## src/rtl/pgwalk_pkg.sv

```systemverilog
package pgwalk_pkg;

  // strobes from the sequencer to the datapath
  typedef struct packed {
    logic load;       // capture request, set up first level
    logic flatDone;   // paging off: result is masked address
    logic earlyFault; // rejected before any read
    logic descend;    // entry points to next table
    logic leafDone;   // entry ends the walk
    logic walkFault;  // entry not present
  } pw_strobe_t;

  // conditions from the datapath back to the sequencer
  typedef struct packed {
    logic isFlat;
    logic nonCanon;
    logic present;
    logic leaf;
  } pw_status_t;

  typedef struct packed {
    logic longMode;
    logic fiveLvl;
    logic leg32;
    logic pse;
  } pw_mode_t;

  typedef enum logic [1:0] {
    ST_IDLE  = 2'd0,
    ST_ISSUE = 2'd1,
    ST_WAIT  = 2'd2
  } pw_state_e;

endpackage

```

## src/rtl/pgwalk_dp.sv

```systemverilog
module pgwalk_dp
  import pgwalk_pkg::*;
#(
  parameter int VA_W  = 64,   // must be at least 57
  parameter int PA_W  = 52,
  parameter int ENT_W = 64
) (
  input  logic              clk,
  input  logic              rstN,
  input  logic [VA_W-1:0]   vaddr,
  input  logic              pagingOn,
  input  logic              paeOn,
  input  logic              longOn,
  input  logic              fiveLvl,
  input  logic              pseOn,
  input  logic [PA_W-1:0]   tableRoot,
  input  logic [PA_W-1:0]   a20Mask,
  input  logic [ENT_W-1:0]  memRespData,
  input  pw_strobe_t        strobe,
  output pw_status_t        status,
  output logic [PA_W-1:0]   memReqAddr,
  output logic [PA_W-1:0]   physAddr
);

  localparam int LVL_W   = 3;
  localparam int SH_W    = 6;
  localparam int IDX_W   = 10;
  localparam int VA_KEEP = 57;  // highest index bit is 56
  localparam logic [PA_W-1:0] PAGE_CLR = ~PA_W'(12'hFFF);
  localparam logic [PA_W-1:0] TOP_CLR  = ~PA_W'(5'h1F);

  pw_mode_t               modeIn, modeR;
  logic [VA_KEEP-1:0]     vaR;
  logic [LVL_W-1:0]       levelR, startLvl;
  logic [PA_W-1:0]        baseR, startBase, paR;

  // ---------------- request-side decode ----------------
  logic [VA_W-48:0] hiFour;
  logic [VA_W-57:0] hiFive;
  logic             canonFour, canonFive;

  always_comb begin
    modeIn.longMode = longOn;
    modeIn.fiveLvl  = longOn & fiveLvl;
    modeIn.leg32    = ~longOn & ~paeOn;
    modeIn.pse      = pseOn;

    hiFour    = vaddr[VA_W-1:47];
    hiFive    = vaddr[VA_W-1:56];
    canonFour = (&hiFour) | ~(|hiFour);
    canonFive = (&hiFive) | ~(|hiFive);

    status.isFlat   = ~pagingOn;
    status.nonCanon = longOn & (fiveLvl ? ~canonFive : ~canonFour);

    if (longOn) begin
      startLvl  = fiveLvl ? LVL_W'(4) : LVL_W'(3);
      startBase = tableRoot & PAGE_CLR;
    end else if (paeOn) begin
      startLvl  = LVL_W'(2);
      startBase = tableRoot & TOP_CLR;
    end else begin
      startLvl  = LVL_W'(1);
      startBase = PA_W'(tableRoot[31:0]) & PAGE_CLR;
    end
  end

  // ---------------- fetch address ----------------
  logic [SH_W-1:0]  idxSh;
  logic [IDX_W-1:0] idx;
  logic [PA_W-1:0]  idxOffs;
  logic             paeTop;

  always_comb begin
    paeTop = ~modeR.leg32 & ~modeR.longMode & (levelR == LVL_W'(2));
    if (modeR.leg32) begin
      idxSh   = SH_W'(12) + SH_W'(10) * SH_W'(levelR);
      idx     = IDX_W'(vaR >> idxSh) & IDX_W'(10'h3FF);
      idxOffs = PA_W'(idx) << 2;
    end else begin
      idxSh   = SH_W'(12) + SH_W'(9) * SH_W'(levelR);
      idx     = IDX_W'(vaR >> idxSh) & (paeTop ? IDX_W'(3) : IDX_W'(9'h1FF));
      idxOffs = PA_W'(idx) << 3;
    end
    memReqAddr = (baseR + idxOffs) & a20Mask;
  end

  // ---------------- entry evaluation ----------------
  logic [ENT_W-1:0] ent, entWide;
  logic             psBit, sizeStop;
  logic [SH_W-1:0]  pageSh;
  logic [PA_W-1:0]  pteP, lowMask, leafPa, nextBase;

  always_comb begin
    ent   = modeR.leg32 ? ENT_W'(memRespData[31:0]) : memRespData;
    psBit = ent[7];

    if (modeR.leg32)
      sizeStop = psBit & modeR.pse & (levelR == LVL_W'(1));
    else
      sizeStop = psBit & ((levelR == LVL_W'(1)) |
                          (modeR.longMode & (levelR == LVL_W'(2))));

    status.present = ent[0];
    status.leaf    = (levelR == '0) | sizeStop;

    if (modeR.leg32)
      pageSh = (levelR == LVL_W'(1)) ? SH_W'(22) : SH_W'(12);
    else
      pageSh = SH_W'(12) + SH_W'(9) * SH_W'(levelR);

    // large 32-bit page: entry bits 20:13 extend the frame above bit 31
    if (modeR.leg32 && levelR == LVL_W'(1))
      entWide = ent | (ENT_W'(ent[20:13]) << 32);
    else
      entWide = ent;

    pteP     = PA_W'(entWide) & (modeR.leg32 ? a20Mask : '1);
    lowMask  = (PA_W'(1) << pageSh) - PA_W'(1);
    leafPa   = (pteP & ~lowMask) | (PA_W'(vaR) & lowMask);
    nextBase = PA_W'(ent) & PAGE_CLR;
  end

  // ---------------- state ----------------
  always_ff @(posedge clk or negedge rstN) begin
    if (!rstN) begin
      modeR  <= '0;
      vaR    <= '0;
      levelR <= '0;
      baseR  <= '0;
      paR    <= '0;
    end else begin
      if (strobe.load) begin
        modeR  <= modeIn;
        vaR    <= vaddr[VA_KEEP-1:0];
        levelR <= startLvl;
        baseR  <= startBase;
      end
      if (strobe.descend) begin
        baseR  <= nextBase;
        levelR <= levelR - LVL_W'(1);
      end
      if (strobe.flatDone)
        paR <= PA_W'(vaddr) & a20Mask;
      else if (strobe.leafDone)
        paR <= leafPa;
      else if (strobe.earlyFault || strobe.walkFault)
        paR <= '0;
    end
  end

  assign physAddr = paR;

endmodule

```

## src/rtl/pgwalk_ctrl.sv

```systemverilog
module pgwalk_ctrl
  import pgwalk_pkg::*;
(
  input  logic       clk,
  input  logic       rstN,
  input  logic       start,
  input  logic       memRespValid,
  input  pw_status_t status,
  output pw_strobe_t strobe,
  output logic       memReqValid,
  output logic       busy,
  output logic       done,
  output logic       fault
);

  pw_state_e state, stateNxt;
  logic      doneR, faultR;

  always_comb begin
    stateNxt = state;
    strobe   = '0;
    unique case (state)
      ST_IDLE: begin
        if (start) begin
          if (status.isFlat)        strobe.flatDone   = 1'b1;
          else if (status.nonCanon) strobe.earlyFault = 1'b1;
          else begin
            strobe.load = 1'b1;
            stateNxt    = ST_ISSUE;
          end
        end
      end
      ST_ISSUE: stateNxt = ST_WAIT;
      ST_WAIT: begin
        if (memRespValid) begin
          if (!status.present) begin
            strobe.walkFault = 1'b1;
            stateNxt         = ST_IDLE;
          end else if (status.leaf) begin
            strobe.leafDone = 1'b1;
            stateNxt        = ST_IDLE;
          end else begin
            strobe.descend = 1'b1;
            stateNxt       = ST_ISSUE;
          end
        end
      end
      default: stateNxt = ST_IDLE;
    endcase
  end

  always_ff @(posedge clk or negedge rstN) begin
    if (!rstN) begin
      state  <= ST_IDLE;
      doneR  <= 1'b0;
      faultR <= 1'b0;
    end else begin
      state  <= stateNxt;
      doneR  <= strobe.flatDone | strobe.leafDone;
      faultR <= strobe.earlyFault | strobe.walkFault;
    end
  end

  assign memReqValid = (state == ST_ISSUE);
  assign busy        = (state != ST_IDLE);
  assign done        = doneR;
  assign fault       = faultR;

endmodule

```

## src/rtl/pgwalk_top.sv

```systemverilog
module pgwalk_top
  import pgwalk_pkg::*;
#(
  parameter int VA_W  = 64,
  parameter int PA_W  = 52,
  parameter int ENT_W = 64
) (
  input  logic             clk,
  input  logic             rstN,
  input  logic             start,
  input  logic [VA_W-1:0]  vaddr,
  input  logic             pagingOn,
  input  logic             paeOn,
  input  logic             longOn,
  input  logic             fiveLvl,
  input  logic             pseOn,
  input  logic [PA_W-1:0]  tableRoot,
  input  logic [PA_W-1:0]  a20Mask,
  output logic             memReqValid,
  output logic [PA_W-1:0]  memReqAddr,
  input  logic             memRespValid,
  input  logic [ENT_W-1:0] memRespData,
  output logic             busy,
  output logic             done,
  output logic             fault,
  output logic [PA_W-1:0]  physAddr
);

  pw_strobe_t strobe;
  pw_status_t status;

  pgwalk_ctrl u_ctrl (
    .clk          (clk),
    .rstN         (rstN),
    .start        (start),
    .memRespValid (memRespValid),
    .status       (status),
    .strobe       (strobe),
    .memReqValid  (memReqValid),
    .busy         (busy),
    .done         (done),
    .fault        (fault)
  );

  pgwalk_dp #(.VA_W(VA_W), .PA_W(PA_W), .ENT_W(ENT_W)) u_dp (
    .clk         (clk),
    .rstN        (rstN),
    .vaddr       (vaddr),
    .pagingOn    (pagingOn),
    .paeOn       (paeOn),
    .longOn      (longOn),
    .fiveLvl     (fiveLvl),
    .pseOn       (pseOn),
    .tableRoot   (tableRoot),
    .a20Mask     (a20Mask),
    .memRespData (memRespData),
    .strobe      (strobe),
    .status      (status),
    .memReqAddr  (memReqAddr),
    .physAddr    (physAddr)
  );

endmodule

```

## config.mk

```make
export PLATFORM = sky130hd
export DESIGN_NAME = pgwalk_top
export DESIGN_NICKNAME = d
export VERILOG_FILES = /design/src/rtl/pgwalk_pkg.sv /design/src/rtl/pgwalk_dp.sv /design/src/rtl/pgwalk_ctrl.sv /design/src/rtl/pgwalk_top.sv
export SDC_FILE = /design/constraint.sdc
export NUM_CORES = 1
export LEC_CHECK = 0
export BUFFER_PORTS_ARGS = -buffer_cell sky130_fd_sc_hd__buf_2
export CORE_MARGIN = 10
export CORE_UTILIZATION = 55
export CTS_CLUSTER_DIAMETER = 150
export DETAILED_ROUTE_END_ITERATION = 10
export PLACE_DENSITY = 0.81
export SYNTH_ARGS = -nofsm -noshare
export SYNTH_HDL_FRONTEND = slang
export SYNTH_SLANG_ARGS = --single-unit
```

## constraint.sdc

```tcl
create_clock -name clk -period 14 [get_ports clk]
set_clock_uncertainty 0.2 [all_clocks]
set_input_delay 1.4 -clock clk [delete_from_list [all_inputs] [get_ports clk]]
set_output_delay 1.4 -clock clk [all_outputs]
set_load 0.01 [all_outputs]
```

==> results of run 1 <==
## area by class of cell
cell class                      instances  share of cell area
Sequential cell                       166               0.235
Inverter                               34             0.00720
Clock buffer                           22              0.0256
Multi-Input combinational cell       1496               0.594
Tap cell                              378              0.0267
Timing Repair Buffer                  354               0.104
Antenna cell                            6            0.000847
Clock inverter                         10             0.00677
## critical path, stage by stage, from the launching register on
cell	delay, ps
sky130_fd_sc_hd__dfrtp_4	900
sky130_fd_sc_hd__inv_1	140
sky130_fd_sc_hd__ha_1	780
sky130_fd_sc_hd__inv_1	140
sky130_fd_sc_hd__nor2_1	520
sky130_fd_sc_hd__a21oi_1	130
sky130_fd_sc_hd__o32ai_1	210
sky130_fd_sc_hd__o31a_1	190
sky130_fd_sc_hd__a21oi_1	40
sky130_fd_sc_hd__o32ai_1	680
sky130_fd_sc_hd__ha_1	310
sky130_fd_sc_hd__inv_1	60
sky130_fd_sc_hd__fa_1	380
sky130_fd_sc_hd__nor2b_1	160
sky130_fd_sc_hd__o21ai_0	130
sky130_fd_sc_hd__a21boi_0	360
sky130_fd_sc_hd__o211ai_1	130
sky130_fd_sc_hd__buf_4	230
sky130_fd_sc_hd__and2_1	240
sky130_fd_sc_hd__nor4b_1	420
sky130_fd_sc_hd__mux2i_1	280
sky130_fd_sc_hd__buf_2	170
## how the worst max path moves through the flow
| stage | to | slack, ps | cells past startpoint |
|---|---|---|---|
| 6_report | memReqAddr[51] | 5300 | 21 |
| 3_5_place_dp | memReqAddr[51] | 5980 | 21 |
| 2_1_floorplan | memReqAddr[49] | 6930 | 25 |
| 5_1_grt | memReqAddr[49] | 4930 | 21 |
| 4_1_cts | memReqAddr[51] | 5440 | 21 |
| 3_3_place_gp | memReqAddr[44] | 6110 | 18 |
## per-layer routing
layer / track usage / wire [um] / up-vias
met4: 0.175 / 3260 / 0
met1: 0.449 / 24000 / 8208
met5: 0 / 0 / -
li1: - / - / 7267
met3: 0.0866 / 7930 / 194
met2: 0.578 / 31200 / 1275
## cells by family after synthesis
kind of cell    after synthesis
simple gates                764
flops                       166
buf+inv                     184
fa+ha+maj                    18
xor+xnor                     46
other cells                   1
compound gates              475
mux                         191
## power groups by stage
stage          combinational (uW)  clock, uW  sequential (uW)
2_1_floorplan                2590          0              832
3_3_place_gp                 3440          0              965
3_5_place_dp                 3480          0              979
4_1_cts                      3500        477              971
5_1_grt                      3810        497             1010
6_report                     3580        479             1000
## metrics by stage
| step | hold WS (ps) | setup WS [ps] |
|---|---|---|
| 2_1_floorplan | 237 | 6930 |
| 3_3_place_gp | 256 | 6110 |
| 3_5_place_dp | 274 | 5980 |
| 4_1_cts | 287 | 5440 |
| 5_1_grt | 315 | 4930 |
| 6_report | 280 | 5300 |
## sequential cells by signal, summed over array words and instances, names as in the netlist
name	count
u_ctrl.done	1
u_ctrl.fault	1
u_ctrl.state	2
u_dp.baseR	47
u_dp.levelR	3
u_dp.modeR	3
u_dp.physAddr	52
u_dp.vaR	57
## cell usage after synthesis, types with 9 or more instances
cell type / number / area share
sky130_fd_sc_hd__a32o_1: 9 / 0.0058
sky130_fd_sc_hd__a21oi_1: 92 / 0.030
sky130_fd_sc_hd__or3_1: 11 / 0.0044
sky130_fd_sc_hd__clkbuf_1: 84 / 0.020
sky130_fd_sc_hd__nand4_1: 24 / 0.0097
sky130_fd_sc_hd__buf_2: 29 / 0.0094
sky130_fd_sc_hd__o21ai_0: 114 / 0.037
sky130_fd_sc_hd__a211oi_1: 21 / 0.010
sky130_fd_sc_hd__inv_1: 30 / 0.0073
sky130_fd_sc_hd__xnor2_1: 22 / 0.012
sky130_fd_sc_hd__o21ai_1: 12 / 0.0039
sky130_fd_sc_hd__nand2b_1: 21 / 0.0085
sky130_fd_sc_hd__and2_1: 40 / 0.016
sky130_fd_sc_hd__and3_1: 18 / 0.0073
sky130_fd_sc_hd__a32oi_1: 21 / 0.012
sky130_fd_sc_hd__nor3b_1: 9 / 0.0044
sky130_fd_sc_hd__nor2_1: 141 / 0.034
sky130_fd_sc_hd__mux4_2: 88 / 0.13
sky130_fd_sc_hd__nand2_1: 335 / 0.081
sky130_fd_sc_hd__buf_6: 12 / 0.0087
sky130_fd_sc_hd__dfrtp_1: 166 / 0.27
sky130_fd_sc_hd__ha_1: 16 / 0.013
sky130_fd_sc_hd__mux2i_1: 76 / 0.049
sky130_fd_sc_hd__nor2b_1: 22 / 0.0089
sky130_fd_sc_hd__or2_2: 11 / 0.0044
sky130_fd_sc_hd__nand3_1: 66 / 0.021
sky130_fd_sc_hd__mux2_2: 26 / 0.019
sky130_fd_sc_hd__xor2_1: 22 / 0.012
sky130_fd_sc_hd__nor3_1: 24 / 0.0077
sky130_fd_sc_hd__o211ai_1: 29 / 0.014
sky130_fd_sc_hd__buf_4: 17 / 0.0082
sky130_fd_sc_hd__a31oi_1: 74 / 0.030
==> load_flow_metrics.sql, run 1 <==
INSERT INTO impl_metrics (metric_group, metric, value, unit) VALUES
('logic_synthesis', 'largest_family_of_logic_cells_by_synthesized_area', 'simple AND/OR/NAND/NOR gates', ''),
('pwr', 'part_of_the_power_in_registers', '0.198', ''),
('pwr', 'leakage_power_total', '0.00776', 'uW'),
('setup_path', 'reg2reg_slack', '8250', 'ps'),
('setup_path', 'crit_arrival', '7100', 'ps'),
('logic_synthesis', 'synth.area.mux_share', '0.196', ''),
('finish', 'layout_common_cells', 'sky130_fd_sc_hd__nand2_1, sky130_fd_sc_hd__buf_2, sky130_fd_sc_hd__dfrtp_1', ''),
('floorplanning', 'pin_count', '349', ''),
('min_path', 'min-delay-path-class', 'register to register', ''),
('logic_synthesis', 'ys.warnings.count', '0', ''),
('place', 'hpwlAfterDp', '49900', 'um'),
('floorplanning', 'die-area', '35300', 'um^2'),
('setup_path', 'worst_path_class_setup', 'register to primary output', ''),
('timing', 'layout_min_cycle_time', '8700', 'ps'),
('place', 'dp_cells', '2428', ''),
('global_route', 'grt_antenna_before_repair', '5', ''),
('place', 'dpl_cell_area', '17100', 'um^2'),
('place', 'gp_congestion', '1.00', ''),
('timing', 'finalHoldViolCount', '0', ''),
('run_status', 'run_status', 'finished clean', ''),
('finish', 'finalInstanceArea', '17700', 'um^2'),
('timing', 'report.final.slew_viol_count', '0', ''),
('drt', 'drt-total-wl', '66500', 'um'),
('min_path', 'hold_path.startpoint', 'u_dp.modeR[0]$_DFFE_PN0P_', ''),
('finish', 'final_cell_count_no_fill', '2466', ''),
('finish', 'flow.area_growth_from_synthesis', '14.3', '%'),
('timing', 'worst_slew_pin_tran', '1300', 'ps'),
('clock_network', 'cts_buffer_depth', '2', ''),
('drt', 'antenna_left', '0', ''),
('clock_network', 'worst_skew_pair.late_latency', '450', 'ps'),
('finish', 'post-route-util', '0.638', ''),
('clock_network', 'h-tree-depth', '4', ''),
('logic_synthesis', 'synth_xor_xnor_area_share', '0.0269', ''),
('drt', 'post_dr_vias_cell', '6.87', ''),
('setup_path', 'start_point_of_the_critical_path', 'u_dp.levelR[0]$_DFFE_PN0P_', ''),
('clock_network', 'root_buffer', 'sky130_fd_sc_hd__clkbuf_16', ''),
('pwr', 'p_total', '5060', 'uW'),
('flow_run', 'number_of_maximum_capacitance_constraint_violations', '0', ''),
('setup_path', 'worstReg2RegStart', 'u_dp.levelR[0]$_DFFE_PN0P_', ''),
('place', 'numPortBuffers', '328', ''),
('finish', 'layout-drive-gt1-share', '0.265', ''),
('logic_synthesis', 'async_flop_share', '1.00', ''),
('pwr', 'power-per-cell-area', '285', 'nW/um^2'),
('logic_synthesis', 'distinct_cell_type_count_of_the_synthesized_netlist', '96', ''),
('clock_network', 'cts-resized-gates', '0', ''),
('timing', 'max_slew_margin', '0.132', ''),
('global_route', 'grt_first_pass_wirelength', '99600', 'um'),
('timing', 'period_share', '0.621', ''),
('clock_network', 'postCtsSetupBuffers', '0', ''),
('pwr', 'internal_power', '2380', 'uW'),
('finish', 'finalNetCount', '2328', ''),
('logic_synthesis', 'post_synth_edffs', '0', ''),
('logic_synthesis', 'yosysSeqAreaShare', '0.268', ''),
('floorplanning', 'die_y', '188', 'um'),
('logic_synthesis', 'synth.cell_area', '15500', 'um^2'),
('timing', 'fmax', '115', 'MHz'),
('logic_synthesis', 'synthAdderAreaFrac', '0.0155', ''),
('timing', 'setup_tns', '0', 'ps'),
('drt', 'wire_per_inst', '27.0', 'um'),
('logic_synthesis', 'syn-instance-count', '1845', ''),
('drt', 'drt-pass1-iter-count', '8', ''),
('setup_path', 'crit_start_category', 'register', ''),
('pwr', 'comb_power_share', '0.707', ''),
('global_route', 'grt_start_max_net_pins', '106', ''),
('pwr', 'power.switching', '2680', 'uW'),
('floorplanning', 'initial_utilization', '0.559', ''),
('setup_path', 'crit_required', '12400', 'ps'),
('logic_synthesis', 'synth_compound_area_frac', '0.201', ''),
('global_route', 'grt.total_usage', '0.361', ''),
('global_route', 'first_global_vias', '16616', ''),
('logic_synthesis', 'synth.avg_cell_area', '8.41', 'um^2');
No activity file was read; power rests on OpenSTA's default activity.
==> run 2: changes to the inputs <==
==> constraint.sdc (replaced) <==
create_clock -name clk -period 9 [get_ports clk]
set_clock_uncertainty 0.2 [all_clocks]
set_input_delay 0.9 -clock clk [delete_from_list [all_inputs] [get_ports clk]]
set_output_delay 0.9 -clock clk [all_outputs]
set_load 0.01 [all_outputs]
==> load_flow_metrics.sql, run 2 (synthesis results as in run 1) <==
INSERT INTO impl_metrics (metric_group, metric, value, unit) VALUES
('global_route', 'grt_first_pass_wirelength', '101000', 'um'),
('setup_path', 'worst_setup_path_end_kind', 'primary output', ''),
('place', 'pre_cts_slack', '1660', 'ps'),
('setup_path', 'crit_arrival', '6840', 'ps'),
('timing', 'rsz0062_at_grt', 'false', ''),
('timing', 'max_slew_margin', '0.121', ''),
('clock_network', 'worst_skew_pair.late_latency', '450', 'ps'),
('run_status', 'run_status', 'finished clean', ''),
('setup_path', 'path_cells', 'buf_4, fa_1, nor2_1, a221oi_1, a221oi_1, o21ai_0, a31o_2, ha_1, a21o_1, a21oi_1, o21ai_0, a2111o_1, nand2_1, or4b_2, nand2_1, buf_2', ''),
('timing', 'period_share', '0.883', ''),
('clock_network', 'clk_transition_reported_paths', '70', 'ps'),
('floorplanning', 'die_y', '188', 'um'),
('clock_network', 'cts-resized-gates', '0', ''),
('timing', 'setup_tns', '0', 'ps'),
('finish', 'largest-register', 'u_dp.vaR', ''),
('clock_network', 'number_of_buffers_inserted_by_hold_repair_at_cts', '0', ''),
('setup_path', 'max_stage_delay', '770', 'ps'),
('global_route', 'grt_antenna_before_repair', '6', ''),
('setup_path', 'cp_max_fo', '57', ''),
('place', 'dp_cells', '2432', ''),
('floorplanning', 'placement_rows', '61', ''),
('clock_network', 'cts_buffer_depth', '2', ''),
('timing', 'report.final.slew_viol_count', '0', ''),
('floorplanning', 'core_area', '27800', 'um^2'),
('global_route', 'grt_start_max_net_pins', '155', ''),
('pwr', 'leakage_power_total', '0.00780', 'uW'),
('drt', 'drt-pass1-iter-count', '7', ''),
('place', 'hpwlAfterDp', '50200', 'um'),
('clock_network', 'h-tree-depth', '4', ''),
('pwr', 'power-per-cell-area', '446', 'nW/um^2'),
('place', 'numPortBuffers', '328', ''),
('timing', 'layout_min_cycle_time', '7940', 'ps'),
('place', 'gp_congestion', '0.998', ''),
('pwr', 'vdd_ir_drop_max', '0.276', 'mV'),
('setup_path', 'worst_path_class_setup', 'register to primary output', ''),
('finish', 'layout_commonest_cell', 'sky130_fd_sc_hd__nand2_1', ''),
('setup_path', 'cpMaxStageDelayCell', 'sky130_fd_sc_hd__fa_1', ''),
('drt', 'drt_drc_violations_left', '0', ''),
('floorplanning', 'die_w', '188', 'um'),
('clock_network', 'tritoncts.num_buffers', '17', ''),
('finish', 'layout-drive-gt1-share', '0.268', ''),
('setup_path', 'crit_required', '7900', 'ps'),
('finish', 'post-route-util', '0.640', ''),
('floorplanning', 'pin_count', '349', ''),
('clock_network', 'cts_tree', 'done', ''),
('finish', 'layout_common_cells', 'sky130_fd_sc_hd__nand2_1, sky130_fd_sc_hd__buf_2, sky130_fd_sc_hd__dfrtp_1', ''),
('clock_network', 'clock_sink_count', '166', ''),
('finish', 'finalNetCount', '2332', ''),
('drt', 'via_count', '17139', ''),
('timing', 'fmax', '126', 'MHz'),
('clock_network', 'postCtsSetupBuffers', '0', ''),
('drt', 'drt-total-wl', '66700', 'um'),
('drt', 'post_dr_vias_cell', '6.94', ''),
('finish', 'largest_register_ffs', '57', ''),
('timing', 'finalHoldViolCount', '0', ''),
('timing', 'setup_ws', '1060', 'ps'),
('finish', 'final_cell_count_no_fill', '2469', ''),
('timing', 'worst_slew_pin_tran', '1310', 'ps'),
('flow_run', 'number_of_maximum_capacitance_constraint_violations', '0', ''),
('min_path', 'min-delay-path-class', 'register to register', ''),
('clock_network', 'root_buffer', 'sky130_fd_sc_hd__clkbuf_16', ''),
('floorplanning', 'die-area', '35300', 'um^2'),
('timing', 'report.final.setup_viol', '0', ''),
('setup_path', 'crit_start_category', 'register', ''),
('finish', 'flow.area_growth_from_synthesis', '14.6', '%'),
('drt', 'initialDrtViolationCount', '2622', ''),
('global_route', 'residual_overflow_from_global_routing', '0', ''),
('floorplanning', 'initial_utilization', '0.559', ''),
('drt', 'antenna_left', '0', ''),
('global_route', 'first_global_vias', '16696', ''),
('drt', 'wire_per_inst', '27.0', 'um'),
('global_route', 'grt.total_usage', '0.364', '');
[run 2: critical path: cells and delay by family (launching register included)]
| kind | cells | cell delay (ps) |
|---|---|---|
| AND/OR/NAND/NOR | 4 | 1810 |
| AO/OA/AOI/OAI | 8 | 1990 |
| buffers and inverters | 2 | 850 |
| flip-flops | 1 | 660 |
| adder cells (fa/ha/maj) | 2 | 1050 |
[run 2: cell type report]
class / instances / area [um^2]
multi-input cells: 1496 / 10500
fillers: 2457 / 10000
flip-flops and latches: 166 / 4160
repair buffers: 358 / 1890
well taps: 378 / 473
clock buffers: 17 / 425
clock inverters: 15 / 169
inverters: 34 / 128
diodes: 5 / 12.5
[run 2: path summary, 6_finish.rpt]
check                                                    from                            end  slack [ps]  cells past startpoint
min in group asynchronous                                rstN     u_dp.baseR[14]$_DFFE_PN0P_         400                      1
worst min-delay path            u_dp.physAddr[19]$_DFFE_PN0P_  u_dp.physAddr[19]$_DFFE_PN0P_         290                      2
worst max register to register     u_dp.levelR[1]$_DFFE_PN0P_  u_dp.physAddr[30]$_DFFE_PN0P_        3510                     14
worst min register to register  u_dp.physAddr[19]$_DFFE_PN0P_  u_dp.physAddr[19]$_DFFE_PN0P_         290                      2
max in group asynchronous                                rstN     u_dp.levelR[1]$_DFFE_PN0P_        6720                      2
worst max-delay path               u_dp.levelR[0]$_DFFE_PN0P_                 memReqAddr[44]        1060                     16
[run 2: metal layers]
| layer | share of wire | global-route usage |
|---|---|---|
| met1 | 0.35 | 0.455 |
| met2 | 0.46 | 0.573 |
| met3 | 0.13 | 0.0904 |
| met4 | 0.056 | 0.190 |
| met5 | 0.00049 | 0 |
[run 2: metrics by stage]
stage	cell area [um^2]	hold WS, ps	total power (uW)
finish	17800	285	7930
global placement	17200	262	6890
floorplan	15500	237	5320
global route	17800	329	8340
detailed placement	17200	270	6980
CTS	17800	286	7760
[run 2: power by group]
part / total (uW) / internal, uW / switching, uW
Combinational: 5660 / 2310 / 3350
Clock: 766 / 416 / 350
Sequential: 1500 / 1010 / 491
